$ cat config.mk
export PLATFORM = sky130hd
export DESIGN_NAME = dafs_unit
export DESIGN_NICKNAME = d
export VERILOG_FILES = /design/src/rtl/dafs_pkg.sv /design/src/rtl/dafs_prio.sv /design/src/rtl/dafs_encode.sv /design/src/rtl/dafs_unit.sv
export SDC_FILE = /design/constraint.sdc
export NUM_CORES = 1
export LEC_CHECK = 0
export BUFFER_PORTS_ARGS = -buffer_cell sky130_fd_sc_hd__buf_2
export CORE_UTILIZATION = 51
export CTS_BUF_LIST = sky130_fd_sc_hd__clkbuf_4 sky130_fd_sc_hd__clkbuf_8
export CTS_CLUSTER_SIZE = 30
export DETAILED_ROUTE_END_ITERATION = 10
export GPL_TIMING_DRIVEN = 0
export PLACE_DENSITY = 0.85
export SYNTH_ARGS = -nofsm -noshare
export SYNTH_HDL_FRONTEND = slang
export SYNTH_SLANG_ARGS = --single-unit
export TNS_END_PERCENT = 50
$ cat constraint.sdc
create_clock -name clk -period 6 [get_ports clk]
set_input_delay 0.9 -clock clk [delete_from_list [all_inputs] [get_ports clk]]
set_output_delay 0.9 -clock clk [all_outputs]
set_load 0.005 [all_outputs]
$ cat src/rtl/dafs_pkg.sv
package dafs_pkg;

    localparam int NSRC   = 8;
    localparam int CODE_W = 5;
    localparam int STAT_W = 11;

    typedef enum logic [1:0] {
        ST_IDLE      = 2'd0,
        ST_PRECISE   = 2'd1,
        ST_IMPRECISE = 2'd2
    } dafs_state_e;

    typedef struct packed {
        logic [CODE_W-1:0] code;
        logic              dom_ok;
        logic              addr_ok;
        logic              precise;
    } dafs_info_t;

    // Per-source attributes: code, domain meaning, address meaning, precision
    function automatic dafs_info_t src_info(input int idx, input logic fine);
        dafs_info_t r;
        r = '0;
        case (idx)
            0: begin r.code = 5'b00011; r.addr_ok = 1'b1; r.precise = 1'b1; end
            1: begin
                r.code    = fine ? 5'b01110 : 5'b01100;
                r.dom_ok  = fine;
                r.addr_ok = 1'b1;
                r.precise = 1'b1;
            end
            2: begin
                r.code    = fine ? 5'b00111 : 5'b00101;
                r.dom_ok  = fine;
                r.addr_ok = 1'b1;
                r.precise = 1'b1;
            end
            3: begin
                r.code    = fine ? 5'b01011 : 5'b01001;
                r.dom_ok  = 1'b1;
                r.addr_ok = 1'b1;
                r.precise = 1'b1;
            end
            4: begin
                r.code    = fine ? 5'b01111 : 5'b01101;
                r.dom_ok  = 1'b1;
                r.addr_ok = 1'b1;
                r.precise = 1'b1;
            end
            5: begin r.code = 5'b10100; r.precise = 1'b1; end
            6: begin r.code = 5'b10110; end
            default: begin r.code = 5'b11000; end
        endcase
        return r;
    endfunction

endpackage

$ cat src/rtl/dafs_prio.sv
module dafs_prio #(
    parameter int N = 8
) (
    input  logic [N-1:0] req,
    output logic [N-1:0] grant,
    output logic         any
);
    // Lowest index wins
    assign grant[0] = req[0];
    for (genvar g = 1; g < N; g++) begin : g_grant
        assign grant[g] = req[g] & ~(|req[g-1:0]);
    end
    assign any = |req;
endmodule

$ cat src/rtl/dafs_encode.sv
module dafs_encode
    import dafs_pkg::*;
#(
    parameter int N = NSRC
) (
    input  logic [N-1:0] grant,
    input  logic [N-1:0] fine,
    output dafs_info_t   info
);
    dafs_info_t per_src [N];

    for (genvar g = 0; g < N; g++) begin : g_src
        assign per_src[g] = grant[g] ? src_info(g, fine[g]) : '0;
    end

    always_comb begin
        info = '0;
        for (int i = 0; i < N; i++) begin
            info = dafs_info_t'(info | per_src[i]);
        end
    end
endmodule

$ cat src/rtl/dafs_unit.sv
module dafs_unit
    import dafs_pkg::*;
#(
    parameter int AW = 32,
    parameter int DW = 4
) (
    input  logic              clk,
    input  logic              rst,
    input  logic [NSRC-1:0]   flt_req,
    input  logic [NSRC-1:0]   flt_fine,
    input  logic [AW-1:0]     data_addr,
    input  logic [DW-1:0]     acc_dom,
    input  logic [AW-1:0]     pc_in,
    output logic [STAT_W-1:0] stat_word,
    output logic [DW-1:0]     dom_q,
    output logic              dom_ok,
    output logic [AW-1:0]     addr_q,
    output logic              addr_ok,
    output logic [AW-1:0]     link_q,
    output logic              recov
);
    localparam logic [AW-1:0] OFS_PRECISE   = AW'(8);
    localparam logic [AW-1:0] OFS_IMPRECISE = AW'(4);

    logic [NSRC-1:0]   grant;
    logic              any_req;
    dafs_info_t        info;
    dafs_state_e       state_q, state_d;
    logic [STAT_W-1:0] stat_d;

    dafs_prio #(.N(NSRC)) prio_i (
        .req   (flt_req),
        .grant (grant),
        .any   (any_req)
    );

    dafs_encode #(.N(NSRC)) enc_i (
        .grant (grant),
        .fine  (flt_fine),
        .info  (info)
    );

    // Next state
    always_comb begin
        state_d = state_q;
        unique case (state_q)
            ST_IDLE: begin
                if (any_req) state_d = info.precise ? ST_PRECISE : ST_IMPRECISE;
            end
            ST_PRECISE: begin
                if (any_req && !info.precise) state_d = ST_IMPRECISE;
            end
            ST_IMPRECISE: begin
                if (any_req && info.precise) state_d = ST_PRECISE;
            end
            default: state_d = ST_IDLE;
        endcase
    end

    // State register
    always_ff @(posedge clk) begin
        if (rst) state_q <= ST_IDLE;
        else     state_q <= state_d;
    end

    always_comb begin
        stat_d      = '0;
        stat_d[10]  = info.code[4];
        stat_d[3:0] = info.code[3:0];
    end

    // Output registers
    always_ff @(posedge clk) begin
        if (rst) begin
            stat_word <= '0;
            dom_q     <= '0;
            dom_ok    <= 1'b0;
            addr_q    <= '0;
            addr_ok   <= 1'b0;
            link_q    <= '0;
        end else if (any_req) begin
            stat_word <= stat_d;
            dom_ok    <= info.dom_ok;
            addr_ok   <= info.addr_ok;
            if (info.dom_ok)  dom_q  <= acc_dom;
            if (info.addr_ok) addr_q <= data_addr;
            link_q <= pc_in + (info.precise ? OFS_PRECISE : OFS_IMPRECISE);
        end
    end

    assign recov = (state_q == ST_PRECISE);

    AST_ONE_WINNER: assert property (@(posedge clk) disable iff (rst)
        $onehot0(grant) && ((grant & ~flt_req) == '0));
    AST_HOLD_QUIET: assert property (@(posedge clk) disable iff (rst)
        !(|flt_req) |=> $stable(stat_word) && $stable(link_q) && $stable(dom_q) && $stable(addr_q));
    AST_DOM_CODE: assert property (@(posedge clk) disable iff (rst)
        dom_ok |-> (!stat_word[10] && stat_word[3:0] inside {4'hE, 4'h7, 4'h9, 4'hB, 4'hD, 4'hF}));
    AST_ADDR_CODE: assert property (@(posedge clk) disable iff (rst)
        addr_ok |-> !stat_word[10]);
    AST_RECOV_CODE: assert property (@(posedge clk) disable iff (rst)
        recov |-> (!stat_word[10] || stat_word[3:0] == 4'h4));
    AST_IMPREC_CODE: assert property (@(posedge clk) disable iff (rst)
        (state_q == ST_IMPRECISE) |-> (stat_word[10] && !recov && !addr_ok));
    AST_UNUSED_ZERO: assert property (@(posedge clk) disable iff (rst)
        any_req |=> stat_word[9:4] == '0);
endmodule

# ---- Word level (Yosys, flattened, before mapping)
# Cells that the tools add are included.
dict set report word_totals {
  ff_bits 77
  input_bits 86
  out_inout_bits 82
  wordCells 66
}
dict set report classes {
  addsub 1
  n_eq_ne 5
  muxes 18
  n_bitwise 21
  reduce_logical 14
}
# cell count
set ops {}
lappend ops {{8-bit two-way mux} 7}
lappend ops {{8-bit bitwise OR} 7}
lappend ops {{32-bit by 4-bit adder with 32-bit output} 1}
lappend ops {{2-bit two-way mux} 8}
lappend ops {{8-bit OR reduction} 1}
lappend ops {{1-bit AND} 7}
lappend ops {{1-bit NOT} 7}
lappend ops {{7-bit OR reduction} 1}
lappend ops {{2-bit one-hot mux with 3 select lines} 1}
lappend ops {{6-bit OR reduction} 1}
lappend ops {{5-bit two-way mux} 1}
lappend ops {{5-bit OR reduction} 1}
lappend ops {{4-bit two-way mux} 1}
lappend ops {{2-bit != test, second input constant} 2}
lappend ops {{2-bit AND reduction} 2}
lappend ops {{4-bit OR reduction} 1}
lappend ops {{3-bit AND reduction} 1}
lappend ops {{3-bit OR reduction} 1}
lappend ops {{2-bit by 1-bit == test with 1-bit output, second input constant} 1}
lappend ops {{2-bit == test, second input constant} 1}
lappend ops {{1-bit logical AND} 2}
lappend ops {{2-bit zero test} 1}
lappend ops {{2-bit by 1-bit != test with 1-bit output, second input constant} 1}
lappend ops {{2-bit OR reduction} 1}
lappend ops {{1-bit zero test} 1}

# ---- Logic depth before layout (Yosys ltp)
# Gate-level depths: netlist of the first run.
dict set report logic_depth {
  ltp_word 14
  ltp_mapped 12
}

# ---- Cells and area by module
# Synthesis of the first run repeated with hierarchy kept, for this count alone.
dict set report unflattened {
  hier_cells 429
  hier_area_um2 3527.1
}
# mod instances cells_per_inst area_per_inst_um2 seq_area_each_um2
set modules_own_cells {}
lappend modules_own_cells {dafs_unit 1 401 3345.7 1541.5}
lappend modules_own_cells {dafs_prio 1 12 96.3 0.0}
lappend modules_own_cells {dafs_encode 1 16 85.1 0.0}

# ---- Least setup slack after synthesis of the first run
# No wires, ideal clock.
dict set report synth_path {
  path_kind {in2reg}
  start {input port flt_req[3]}
  end {register link_q[26]}
  t_arrival_ps 3546
  required_ps 5914
  slack_ps 2369
  path_stages 11
  n_path_buf 0
  path_cell_list {nor3_1 -> nand2_1 -> nor2_1 -> ha_1 -> inv_1 -> fa_1 -> and4b_2 -> nor4b_2 -> nand4_1 -> xor2_1 -> a211oi_1}
}
dict set report synth_via {
  elab_chain_len 10
}
# item line_no
set synth_lines {}
lappend synth_lines {{from (decl)} dafs_unit.sv:9} ;# input logic [NSRC-1:0] flt_req,
lappend synth_lines {{4-bit OR reduction} dafs_prio.sv:11} ;# assign grant[g] = req[g] & ~(|req[g-1:0]);
lappend synth_lines {{1-bit NOT} dafs_prio.sv:11}
lappend synth_lines {{1-bit AND} dafs_prio.sv:11}
lappend synth_lines {{8-bit two-way mux} dafs_encode.sv:13} ;# assign per_src[g] = grant[g] ? src_info(g, fine[g]) : '0;
lappend synth_lines {{8-bit bitwise OR (4 in series)} dafs_encode.sv:19} ;# info = dafs_info_t'(info | per_src[i]);
lappend synth_lines {{4-bit two-way mux} dafs_unit.sv:87} ;# link_q <= pc_in + (info.precise ? OFS_PRECISE : OFS_IMPRECISE);
lappend synth_lines {{32-bit by 4-bit adder with 32-bit output} dafs_unit.sv:87}
lappend synth_lines {{to (signal assigned)} dafs_unit.sv:87}
lappend synth_lines {{to (decl)} dafs_unit.sv:19} ;# output logic [AW-1:0] link_q,
# Parallel ways exist; a longest one is shown, timed or not.
# A chain may end at the register's enable or synchronous reset.

# ---- Worst setup path after layout of the first run
dict set report layout_path {
  start {input port flt_req[3]}
  end {register link_q[24]}
}
# Same word-level chain as after synthesis.

==> results of run 1 <==
==> power by group through the flow <==
stage / registers, mW / logic (mW) / clock network (mW)
2_1_floorplan: 0.569 / 0.0585 / 0
3_3_place_gp: 0.565 / 0.135 / 0
3_5_place_dp: 0.566 / 0.139 / 0
4_1_cts: 0.555 / 0.140 / 0.392
5_1_grt: 0.558 / 0.154 / 0.411
6_report: 0.554 / 0.140 / 0.382
==> cells in the mapped netlist, types with 2 or more instances <==
| library cell | n |
|---|---|
| xnor2_1 | 12 |
| clkbuf_1 | 20 |
| buf_2 | 2 |
| o21ai_0 | 2 |
| nor4_1 | 3 |
| a211oi_1 | 28 |
| nor3_1 | 11 |
| xor2_1 | 16 |
| a21oi_1 | 43 |
| nand2_1 | 86 |
| nor2_1 | 46 |
| nor2b_1 | 2 |
| and4_1 | 3 |
| nand3_1 | 12 |
| inv_1 | 5 |
| and3_1 | 5 |
| dfxtp_1 | 77 |
| and2_1 | 3 |
| nand4_1 | 6 |
| ha_1 | 2 |
| mux2i_1 | 4 |
| buf_4 | 6 |
==> final cells by class <==
type | instances | area, sq um | share of cell area
multi-input cells | 307 | 1722 | 0.3840
flip-flops and latches | 77 | 1541 | 0.3438
repair buffers | 155 | 775.7 | 0.1730
plain buffers | 29 | 133.9 | 0.02986
clock buffers | 10 | 131.4 | 0.02931
well taps | 77 | 96.34 | 0.02149
clock inverters | 6 | 63.81 | 0.01423
inverters | 5 | 18.77 | 0.004186
==> path summary, 6_finish.rpt <==
check / slack [ps] / end
worst min register to register: 450 / addr_q[7]
worst max-delay path: 1980 / link_q[24]
worst min-delay path: 450 / addr_q[7]
worst max register to register: 5240 / state_q[0]
==> state kept, by name, indices dropped and copies added, names as in the netlist <==
name and flops:
state_q 2, dom_ok 1, addr_q 32, addr_ok 1, link_q 32, dom_q 4, stat_word 5
==> layout by cell type, fill, tap and decap left out, types with 2 or more instances in the layout <==
cell,n
clkbuf_1,20
dfxtp_1,77
and3_1,5
nor2_1,46
inv_1,5
a211oi_1,28
nor4_1,3
conb_1,6
clkbuf_8,9
nand2_1,86
clkinv_2,2
ha_1,2
nor3_1,11
and2_1,3
a21oi_1,43
nand3_1,12
mux2i_1,4
and4_1,3
nor2b_1,2
buf_4,6
clkinvlp_4,2
buf_2,157
xor2_1,16
o21ai_0,2
nand4_1,6
xnor2_1,12
==> stage by stage <==
stage                 util  std cells  cell area [sq um]
floorplan                -        418               3416
global placement    0.6714        650               4288
detailed placement  0.6714        650               4288
CTS                 0.7020        666               4483
global route        0.7020        666               4483
finish              0.7020        666               4483
==> per-layer routing <==
| layer | routed length [um] | vias to the layer above | part of all wire | global-route usage |
|---|---|---|---|---|
| li1 | - | 1746 | - | - |
| met4 | 153 | 0 | 0.017 | 0.1048 |
| met3 | 611 | 17 | 0.069 | 0.05242 |
| met1 | 3638 | 1590 | 0.41 | 0.2919 |
| met2 | 4494 | 135 | 0.51 | 0.4575 |
| met5 | 0 | - | 0 | 0 |
==> cells by family (layout without fill, tap and decap cells) <==
family,count (synthesis),after routing,share of synthesized area
other cells,1,6,0.001104
buf+inv,34,205,0.04493
fa+ha+maj,3,3,0.01326
mux,4,4,0.01179
simple gates,185,185,0.2538
flops,77,77,0.4538
xor+xnor,28,28,0.07219
compound gates,81,81,0.1492
==> worst max-delay path, cell delays in order <==
cell	delay [ps]
buf_2	120
nor3_1	340
nand2_1	310
nor2_1	440
ha_1	270
inv_1	60
fa_1	450
and4b_2	360
nor4b_2	460
nand3_1	160
xor2_1	170
a211oi_1	220
==> reports/qor.yml, run 1 <==
final_nets: 673
slew_violations: 0
clk_latency_ps: 330
seq_power_share: 0.515
worstSetupPathType: "in2reg"
hold_path.class: "reg2reg"
p_comb_frac: 0.130
clockPowerShare: 0.355
worstRegToRegCells: 2
cts_resized: 0
wl_per_cell_um: 13.36
ant_nets: 0
dr.pass1.iters: 4
async_reset_ff_frac: 0
syn_area_sq_um: 3397
drcViolationCount: 0
power.switching_mw: 0.2711
clk_pin_slew_worst_paths_ps: 80
clock-sinks: 77
synth_area_leaders: "dfxtp_1 45%, nand2_1 9.5%, a21oi_1 6.3%"
synth_ff_type: "dfxtp_1"
fill_cells: 521
rsz0062_at_grt: "false"
max_freq_mhz: 248.8
synthCells: 413
ys_ff_latch: 77
die_area_sq_um: 6991
period_share: 0.6698
min_period_ps: 4019
grt_pass1_wl_mm: 14.61
worst_slew_pin_slew_ps: 799.8
place_ws_ps: 1616
cts_tree: "yes"
antenna_found_initial: 0
post_drt_via_cell_ratio: 5.237
clockBufferDepth: 2
intPower_mw: 0.8047
antenna_cells: 0
dieHeight_um: 83.62
skew_ps: 0.04044
hold_viol: 0
grt_pass1_vias: 3314
power.density_nw_per_um2: 240.0
port-buffer-count: 155
whs_ps: 450.8
syn_avg_cell_area_sq_um: 8.225
htreeDepth: 3
vias: 3488
drv_cap: 0
finalSetupTns_ps: 0
start_util: 0.5319
holdPathStages: 2
syn_to_final_growth_pct: 31.97
cts_buffers: 9
cts-root-buf: "clkbuf_8"
cp-start-kind: "input pin"
leakage_nw: 2.160
irDropWorstVdd_mv: 0.2069
place.gp.congestion: 0.8898
outcome: "completed"
drt_iter0_drc: 105
swShare: 0.2520
reg2reg_from: "state_q[1]"
ys_warn_count: 0
rows: 29
post_cts_buffers: 0
setup_ws_ps: 1981
track_usage: 0.2544
crit_path_end_kind: "flip-flop"
relSlewSlack: 0.4619
power.total_mw: 1.076
drive_gt1_frac: 0.3175
setup_viol: 0
gr-total-overflow: 0
critical_path.startpoint: "flt_req[3]"
grt_max_degree: 14
synth-edff-count: 0
cp_data_required_time_ps: 6250
crit_fanout: 9
holdBufCountCts: 0
synth_cell_types: 41
synth_top_area_cell: "dfxtp_1"
drt-total-wl_mm: 8.898
core_sq_um: 6386
worstHoldStart: "addr_q[7]"
die_x_um: 83.62
dp_hpwl_mm: 6.932
crit_arrival_ps: 4260
ios: 168
netlist.area_leader.share: 0.4538
seq_area_frac_synth: 0.4538
Power figures use the tool's default switching activity.
==> inputs of run 2 (changes only) <==
--- a/config.mk
+++ b/config.mk
@@ -6,12 +6,12 @@
 export NUM_CORES = 1
 export LEC_CHECK = 0
 export BUFFER_PORTS_ARGS = -buffer_cell sky130_fd_sc_hd__buf_2
-export CORE_UTILIZATION = 51
+export CORE_UTILIZATION = 47
 export CTS_BUF_LIST = sky130_fd_sc_hd__clkbuf_4 sky130_fd_sc_hd__clkbuf_8
 export CTS_CLUSTER_SIZE = 30
 export DETAILED_ROUTE_END_ITERATION = 10
 export GPL_TIMING_DRIVEN = 0
-export PLACE_DENSITY = 0.85
+export PLACE_DENSITY = 0.79
 export SYNTH_ARGS = -nofsm -noshare
 export SYNTH_HDL_FRONTEND = slang
 export SYNTH_SLANG_ARGS = --single-unit
==> constraint.sdc (replaced) <==
create_clock -name clk -period 3.9 [get_ports clk]
set_input_delay 0.585 -clock clk [delete_from_list [all_inputs] [get_ports clk]]
set_output_delay 0.585 -clock clk [all_outputs]
set_load 0.005 [all_outputs]
==> reports/qor.yml, run 2 (synthesis gave the netlist of run 1 again) <==
drive_gt1_frac: 0.3192
start_util: 0.4945
cts-root-buf: "clkbuf_8"
htreeDepth: 3
holdBufCountCts: 0
post_drt_via_cell_ratio: 5.025
reg_top3: "addr_q: 32 flops, link_q: 32 flops, stat_word: 5 flops"
final_cell_mix: "157 x buf_2, 86 x nand2_1, 77 x dfxtp_1"
clk_pin_slew_worst_paths_ps: 80
die_x_um: 87.02
min_period_ps: 3596
worstHoldStart: "link_q[4]"
ios: 168
grt_pass1_vias: 3018
holdPathStages: 2
skew_ps: 1.915
setup_viol: 0
timing.rr.end: "state_q[0]"
route.met3.wl_um: 750
period_share: 0.9221
irDropWorstVdd_mv: 0.1918
rsz0062_at_grt: "false"
crit_path_end_kind: "flip-flop"
die_area_sq_um: 7572
worstRegToRegCells: 2
cts_tree: "yes"
grt_max_degree: 15
crit_chain: "buf_2 > nor3_1 > nand2_1 > nor2_2 > ha_1 > inv_1 > fa_1 > and4b_2 > nor4b_2 > nand4_1 > xor2_1 > a211oi_1"
regToRegSetupSlack_ps: 3160
reg2reg_from: "state_q[1]"
leakage_nw: 2.200
finalSetupTns_ps: 0
outcome: "completed"
cp_data_required_time_ps: 4160
relSlewSlack: 0.4923
syn_to_final_growth_pct: 34.92
post-route-util: 0.6672
grt_pass1_wl_mm: 13.75
worst_slew_pin_slew_ps: 754.5
wl_per_cell_um: 13.02
fill_cells: 618
max_freq_mhz: 278.1
min_to: "link_q[4]"
port-buffer-count: 155
rows: 30
power.density_nw_per_um2: 408.5
drcViolationCount: 0
dr_wl_met2_mm: 4.274
clockBufferDepth: 2
crit_arrival_ps: 3850
track_usage: 0.2314
place_ws_ps: -197.4
ant_nets: 0
slowest_delay_ps: 450
drt_iter0_drc: 118
clk_latency_ps: 340
wl_met1_mm: 3.769
drt-total-wl_mm: 8.921
cpMaxStageDelayCell: "fa_1"
place.gp.congestion: 0.8691
final_nets: 673
setup_ws_ps: 304.0
antenna_cells: 0
dieHeight_um: 87.02
core_sq_um: 6869
vias: 3442
hold_path.class: "reg2reg"
dp_hpwl_mm: 6.905
critical_path.startpoint: "flt_req[2]"
final_common_cell: "buf_2"
slew_violations: 0
antenna_found_initial: 0
cp-start-kind: "input pin"
hold_viol: 0
clock-sinks: 77
gr-total-overflow: 0
worstSetupPathType: "in2reg"
highest_layer: "met4"
crit_fanout: 9
cts_buffers: 9
dr.pass1.iters: 4
drv_cap: 0
[run 2: worst max path at each step]
stage	depth (start not counted)	end
3_3_place_gp	12	link_q[26]
4_1_cts	12	link_q[26]
5_1_grt	12	link_q[20]
2_1_floorplan	11	link_q[26]
6_report	12	link_q[26]
3_5_place_dp	12	link_q[26]
[run 2: power by group]
group	switching, mW	internal (mW)
clock network	0.309	0.496
registers	0.0219	0.831
logic	0.110	0.105
total	0.441	1.43
[run 2: layer usage]
layer / vias up / track usage
met5: - / 0
met4: 0 / 0.08485
met3: 12 / 0.06066
met2: 133 / 0.4052
met1: 1547 / 0.2713
li1: 1750 / -
[run 2: timing repair]
| action | 4_1_cts | 5_1_grt |
|---|---|---|
| endpoints found under the setup margin | 0 | 6 |
| gates resized for setup | 0 | 1 |
| setup buffers | 0 | 0 |
[run 2: critical path: cells and delay by family]
family | cells | cell delay [ps]
AND/OR/NAND/NOR | 6 | 1980
adder cells (fa/ha/maj) | 2 | 690
AO/OA/AOI/OAI | 1 | 230
buffers and inverters | 2 | 190
XOR/XNOR | 1 | 160
[run 2: layout make-up]
class | instances | area, sq um | area share
Clock buffer | 9 | 123.9 | 0.02703
Clock inverter | 7 | 145.1 | 0.03167
Multi-Input combinational cell | 307 | 1724 | 0.3762
Timing Repair Buffer | 155 | 775.7 | 0.1693
Sequential cell | 77 | 1541 | 0.3363
Buffer | 29 | 133.9 | 0.02921
Tap cell | 96 | 120.1 | 0.02621
Inverter | 5 | 18.77 | 0.004095
[run 2: per-stage QoR]
stage | power [mW] | cell area [sq um] | cells | hold slack (ps)
6_report | 1.872 | 4583 | 685 | 451.4
3_3_place_gp | 1.080 | 4312 | 669 | 436.6
4_1_cts | 1.884 | 4581 | 685 | 453.3
5_1_grt | 1.946 | 4583 | 685 | 460.3
2_1_floorplan | 0.9655 | 3416 | 418 | 448.2
3_5_place_dp | 1.086 | 4312 | 669 | 441.5
==> inputs of run 3 (changes only) <==
--- a/config.mk
+++ b/config.mk
@@ -11,6 +11,7 @@
 export CTS_CLUSTER_SIZE = 30
 export DETAILED_ROUTE_END_ITERATION = 10
 export GPL_TIMING_DRIVEN = 0
+export MAX_ROUTING_LAYER = met4
 export PLACE_DENSITY = 0.79
 export SYNTH_ARGS = -nofsm -noshare
 export SYNTH_HDL_FRONTEND = slang
==> reports/qor.yml, run 3 (synthesis gave the netlist of run 1 again) <==
finalSetupTns_ps: 0
final_cell_mix: "157 x buf_2, 86 x nand2_1, 77 x dfxtp_1"
worstSetupPathType: "in2reg"
cts_buffers: 9
gr-usage-met2: 0.4052
ant_nets: 0
hold_path.class: "reg2reg"
cts_tree: "yes"
max_freq_mhz: 278.1
clk_pin_slew_worst_paths_ps: 80
crit_arrival_ps: 3850
fill_cells: 618
skew_ps: 1.741
setup_viol: 0
grt_pass1_wl_mm: 13.75
multi_input_area_sq_um: 1724
slowest_delay_ps: 450
period_share: 0.9220
outcome: "completed"
vias: 3439
top_usage_layer: "met2"
gr-total-overflow: 0
final_nets: 673
power.total_mw: 1.872
drt-total-wl_mm: 8.921
crit_path_end_kind: "flip-flop"
htreeDepth: 3
clk_latency_ps: 340
worstRegToRegCells: 2
cp_data_required_time_ps: 4160
ios: 168
port-buffer-count: 155
grt_pass1_vias: 3018
register_area_sq_um: 1541
antenna_found_initial: 0
slew_violations: 0
worst_slew_pin_slew_ps: 733.0
min_period_ps: 3596
core_sq_um: 6869
drive_gt1_frac: 0.3192
clockBufferDepth: 2
syn_to_final_growth_pct: 34.92
dieHeight_um: 87.02
irDropWorstVdd_mv: 0.1921
place.gp.congestion: 0.8832
rows: 30
grt_max_degree: 15
cp-start-kind: "input pin"
cpMaxStageDelayCell: "fa_1"
die_x_um: 87.02
post_drt_via_cell_ratio: 5.020
final_common_cell: "buf_2"
drv_cap: 0
drt_iter0_drc: 126
relSlewSlack: 0.5068
clock-sinks: 77
dr.pass1.iters: 4
hold_viol: 0
cts-root-buf: "clkbuf_8"
power.density_nw_per_um2: 408.5
crit_fanout: 9
drcViolationCount: 0
rsz0062_at_grt: "false"
dp_hpwl_mm: 6.905
track_usage: 0.2383
wl_per_cell_um: 13.02
reg_top3: "addr_q: 32 flops, link_q: 32 flops, stat_word: 5 flops"
leakage_nw: 2.200
met3_usage: 0.05498
antenna_cells: 0
use_met1: 0.2749
start_util: 0.4945
holdPathStages: 2
die_area_sq_um: 7572
crit_chain: "buf_2 > nor3_1 > nand2_1 > nor2_2 > ha_1 > inv_1 > fa_1 > and4b_2 > nor4b_2 > nand4_1 > xor2_1 > a211oi_1"
==> run 3: metrics by stage <==
step           hold WS (ps)  instance area (sq um)  setup slack (ps)    util  cells
2_1_floorplan         448.2                   3416             583.9       -    418
3_3_place_gp          436.6                   4312            -84.69  0.6277    669
3_5_place_dp          441.5                   4312            -197.4  0.6277    669
4_1_cts               453.3                   4581             140.6  0.6668    685
5_1_grt               460.3                   4583             41.29  0.6672    685
6_report              451.4                   4583             304.1  0.6672    685
==> run 3: path summary, 6_finish.rpt <==
kind	to	slack (ps)	start
max	link_q[26]	300	flt_req[2]
min	link_q[4]	450	link_q[4]
max reg2reg	state_q[0]	3160	state_q[1]
min reg2reg	link_q[4]	450	link_q[4]
==> run 3: per-layer routing <==
layer | routed length, um | share of wire
met3 | 702 | 0.079
met5 | 0 | 0
met2 | 4267 | 0.48
met1 | 3824 | 0.43
met4 | 127 | 0.014
==> run 3: area by class of cell <==
type,count,share of cell area
timing repair buffer,155,0.1693
buffer,29,0.02921
tap,96,0.02621
clock inverter,7,0.03167
inverter,5,0.004095
multi-input combinational,307,0.3762
sequential,77,0.3363
clock buffer,9,0.02703
==> run 3: critical path: cells and delay by family <==
family          cells  cell delay, ps
compound gates      1             230
xor+xnor            1             160
fa+ha+maj           2             690
buf+inv             2             190
simple gates        6            1990
==> run 3: report_power, final <==
group	internal (mW)	switching, mW
Combinational	0.105	0.110
Clock	0.496	0.309
Sequential	0.831	0.0219
Total	1.43	0.441
==> run 3: timing repair <==
| action | in CTS | in global routing |
|---|---|---|
| gates resized for setup | 0 | 1 |
| setup buffers | 0 | 0 |
| hold buffers | 0 | 0 |
| endpoints found under the setup margin | 0 | 6 |
| endpoints found under the hold margin | 0 | 0 |
